$ cat src/rtl/bus_err_logger.sv
module bus_err_logger (
  input  logic        clk,
  input  logic        rst_n,
  input  logic        ev_valid,
  input  logic [1:0]  ev_kind,
  input  logic [1:0]  ev_mode,
  input  logic        ev_msi,
  input  logic        ext_serr,
  input  logic        cmd_serr_en,
  input  logic        det_irq_en,
  input  logic [11:0] irq_mask,
  input  logic [15:0] bsr_clr,
  input  logic [15:0] isr_clr,
  output logic [15:0] bus_status,
  output logic [15:0] irq_status,
  output logic        irq_out,
  output logic        serr_req,
  output logic        ecc_log_upd,
  output logic        resp_valid,
  output logic [1:0]  resp
);
  localparam logic [1:0] K_UA = 2'd0, K_CA = 2'd1, K_RD = 2'd2, K_WR = 2'd3;
  localparam logic [1:0] M_CONV = 2'd0, M_X2 = 2'd2;
  localparam logic [1:0] R_COMPLETE = 2'd0, R_IGNORE = 2'd1, R_PERR = 2'd2;

  logic is_ua, is_ca, is_rd, is_wr, pcix, need_serr, serr_go, det_par, mpe, ce;
  logic [15:0] bsr_set, isr_set, irq_en;
  logic [1:0]  resp_nxt;

  assign is_ua = ev_valid && ev_kind == K_UA;
  assign is_ca = ev_valid && ev_kind == K_CA;
  assign is_rd = ev_valid && ev_kind == K_RD;
  assign is_wr = ev_valid && ev_kind == K_WR;
  assign pcix  = ev_mode != M_CONV;

  assign need_serr = is_ua | (is_rd & pcix) | (is_wr & (pcix | ev_msi));
  assign serr_go   = need_serr & cmd_serr_en;
  assign det_par   = is_ua | is_rd;
  assign mpe       = is_rd | is_wr;
  assign ce        = is_ca & (ev_mode == M_X2);

  always_comb begin
    bsr_set     = '0;
    bsr_set[8]  = mpe;
    bsr_set[14] = serr_go;
    bsr_set[15] = det_par;
    isr_set     = '0;
    isr_set[0]  = mpe;
    isr_set[4]  = ext_serr;
    isr_set[9]  = det_par;
    isr_set[10] = serr_go;
    isr_set[14] = ce;
  end

  always_comb begin
    irq_en     = '0;
    irq_en[0]  = ~irq_mask[2];
    irq_en[4]  = det_irq_en;
    irq_en[9]  = ~irq_mask[7];
    irq_en[10] = ~irq_mask[6];
    irq_en[14] = ~irq_mask[11];
  end

  always_comb begin
    if (is_ua && !pcix) resp_nxt = R_IGNORE;
    else if (is_rd)     resp_nxt = R_PERR;
    else                resp_nxt = R_COMPLETE;
  end

  always_ff @(posedge clk) begin
    if (!rst_n) begin
      bus_status  <= '0;
      irq_status  <= '0;
      irq_out     <= 1'b0;
      serr_req    <= 1'b0;
      ecc_log_upd <= 1'b0;
      resp_valid  <= 1'b0;
      resp        <= R_COMPLETE;
    end else begin
      bus_status  <= (bus_status & ~bsr_clr) | bsr_set;
      irq_status  <= (irq_status & ~isr_clr) | isr_set;
      irq_out     <= |(irq_status & irq_en);
      serr_req    <= serr_go;
      ecc_log_upd <= (is_ua | is_ca) && ev_mode == M_X2;
      resp_valid  <= ev_valid;
      resp        <= ev_valid ? resp_nxt : R_COMPLETE;
    end
  end
endmodule

$ cat config.mk
export PLATFORM = sky130hd
export DESIGN_NAME = bus_err_logger
export DESIGN_NICKNAME = d
export VERILOG_FILES = /design/src/rtl/bus_err_logger.sv
export SDC_FILE = /design/constraint.sdc
export NUM_CORES = 1
export LEC_CHECK = 0
export ABC_AREA = 1
export BUFFER_PORTS_ARGS = -buffer_cell sky130_fd_sc_hd__buf_2
export CORE_MARGIN = 5
export CORE_UTILIZATION = 38
export CTS_BUF_LIST = sky130_fd_sc_hd__clkbuf_4 sky130_fd_sc_hd__clkbuf_8 sky130_fd_sc_hd__clkbuf_16
export DETAILED_ROUTE_END_ITERATION = 10
export GPL_ROUTABILITY_DRIVEN = 0
export PLACE_DENSITY = 0.85
export SLEW_MARGIN = 10
export SYNTH_ARGS = -nofsm -noshare
export SYNTH_HDL_FRONTEND = slang
export SYNTH_SLANG_ARGS = --single-unit
export TNS_END_PERCENT = 1
$ cat constraint.sdc
create_clock -name clk -period 0.8 [get_ports clk]
set_input_delay 0.04 -clock clk [delete_from_list [all_inputs] [get_ports clk]]
set_output_delay 0.04 -clock clk [all_outputs]
set_load 0.02 [all_outputs]
==> impl_results.md <==
- Final period utilization: 1.12
- Post-synthesis sequential area ratio: 0.628
- Crit path capture type: output pin
- Commonest non-fill, non-tap cell in the layout: buf_2
- Initial core utilization: 0.397
- First-pass GRT wire length: 7900 um
- Mean post-synth cell area: 8.18 um^2
- CP Launch Type: register
- Relative slew margins: 0.852
- Final Hold Fails: 0
- Number of global-route vias before repair: 1610
- Clock Tree Root: clkbuf_4
- RSZ-0062 raised after global routing: yes
- Yosys cell types: 14
- Post-Syn Area: 0.00121 mm^2
- Status: complete, but fails checks
- Syn. warnings: 0
- Mapped Cells: 148
- Multi-input gate area: 398 um^2
- Hold_buf cts: 43
- Initial antenna violation count: 0
- Post-DP HPWL: 2240 um
- Iteration-0 DRC Markers: 154
- Peak supply drop: 0.987 mV
- Core outline area: 0.00305 mm^2
- CTS Buffer Depth: 2
- DR vias: 1583
- DRC errors left: 0
- H-Tree Depth: 2
- Clk_skew: 0.0123 ns
- Wire length per cell: 17.1 um
- Critical Setup Path Class: reg -> out
- PD cells: 1630 mW/mm^2
- Required time of the critical path: 0.76 ns
- Area contributors post-synth: dfxtp_1 63%, nand2_1 15%, nor2_1 11%
- Crit path max-delay cell type: dfxtp_2
- Max Cap Violations: 0
- Total Routing Usage GR: 0.242
- Top-area cell type share of the netlist area: 0.628
- Share of layout cells above drive strength 1: 0.526
- Die Area: 0.00442 mm^2
- Routed WL: 5750 um
- # IOs: 93
- Register bit total from synthesis: 38
- Worst Hold Class: in -> reg
- Pins Over Slew Limit: 0
- TritonCTS clock tree: done
- Worst setup margin: -0.0996 ns
- Total Power: 4.24 mW
- FMAX: 1110 MHz
- Vias per inst: 4.73
- Failing checks: setup timing
- Worst-margin pin slew: 0.222 ns
- Worst skew pair latency: 0.35 ns
- Slowest stage delay, CP: 0.39 ns
- Clock Sinks: 38
- Total CTS buffers: 5
- Die X: 66.5 um
- Most frequent cells in the layout: 46 x buf_2, 45 x nand2_1, 41 x dlygate4sd3_1
- Setup WS pre-CTS: 0.0514 ns
- Port bufs: 84
- Antenna Nets Post-Route: 0
- Crit-path max FO: 2
- Endpoints failing setup: 42
- Met3 wire len: 556 um
- Grt ovf: 0
- Metal-1 WL: 1960 um
- Ant diodes: 0
- Worst-path clk slew: 0.13 ns
- P_leak: 1.28 nW
- Highest routed layer: met4
- Final #Nets: 345
- Pre-antenna DRT Iters: 4
- CP delay by family, top: flip-flops
- Final min period: 0.900 ns
- Seq. cell area: 808 um^2
- Synthesized Nets: 203
- Largest area contributor in the netlist: dfxtp_1
- # fillers: 150
- Largest net degree at the start of global routing: 13
- WL met2: 3000 um
- Cell Rows: 20
- Die Height: 66.5 um
- Worst path bufs/invs: 1
- Synth-to-Final Area Change: 115%
- Crit-path cells: buf_6
- Worst Path Arrival: 0.86 ns
==> synth_stat cells (all sizes together) <==
cell type / number
buf: 3
dfxtp: 38
o21ai: 1
nand2: 47
nand3b: 1
nand4: 1
o31ai: 2
clkinv: 1
a21oi: 4
nand3: 1
inv: 15
nor2: 34
==> path summary, 6_finish.rpt <==
| path | start | slack, ns | end | cells after the start |
|---|---|---|---|---|
| setup / recovery | bus_status[6] | -0.1 | bus_status[6] | 1 |
| hold reg to reg | irq_status[2] | 0.44 | irq_status[2] | 2 |
| hold / removal | ev_kind[1] | 0.003 | resp[0] | 4 |
| setup reg to reg | irq_status[14] | -0.07 | irq_out | 5 |
==> per-layer routing <==
metal,GRT usage,up-vias
li1,-,727
met1,0.257,709
met2,0.460,122
met3,0.0573,25
met4,0.0787,0
met5,0,-
==> area by class of cell <==
class / instances / area share
clock buffer: 6 / 0.0197
multi-input combinational: 91 / 0.153
timing repair buffer: 138 / 0.451
clock inverter: 2 / 0.0230
sequential: 38 / 0.310
inverter: 16 / 0.0230
tap: 44 / 0.0211
==> report_power, final <==
part           internal (mW)  switching [mW]  leakage (nW)
registers               1.93          0.0228         0.326
clock network           1.06           0.650        0.0585
logic                  0.330           0.253         0.899
total                   3.32           0.925          1.28
==> registers in the layout (all words and copies together) (netlist names) <==
name         cells
serr_req         1
irq_out          1
resp             2
irq_status      16
bus_status      16
ecc_log_upd      1
resp_valid       1
==> metrics by stage <==
| stage | setup TNS, ns | hold WS, ns | util | instance area [um^2] | std cells |
|---|---|---|---|---|---|
| after global placement | 0 | 0.194 | 0.555 | 1690 | 276 |
| after floorplan | 0 | 0.112 | - | 1210 | 148 |
| after global routing | -3.75 | -0.00578 | 0.855 | 2610 | 335 |
| after detailed placement | 0 | 0.199 | 0.555 | 1690 | 276 |
| after CTS | -2.25 | -0.0332 | 0.836 | 2550 | 332 |
| final | -2.25 | 0.00313 | 0.855 | 2610 | 335 |
==> logic make-up (layout without fill, tap and decap cells) <==
| kind of cell | Yosys count | count (layout) | synth area share |
|---|---|---|---|
| simple gates | 84 | 84 | 0.267 |
| buf+inv | 19 | 162 | 0.0641 |
| flops | 38 | 38 | 0.628 |
| compound gates | 7 | 7 | 0.0413 |
==> what timing repair did <==
item	CTS	global route
endpoints found under the setup margin	38	47
buffers inserted	5	3
endpoints found under the hold margin	37	1
resized for setup	111	13
pin swaps	1	1
Note: power is estimated with default switching activity, not from simulation.
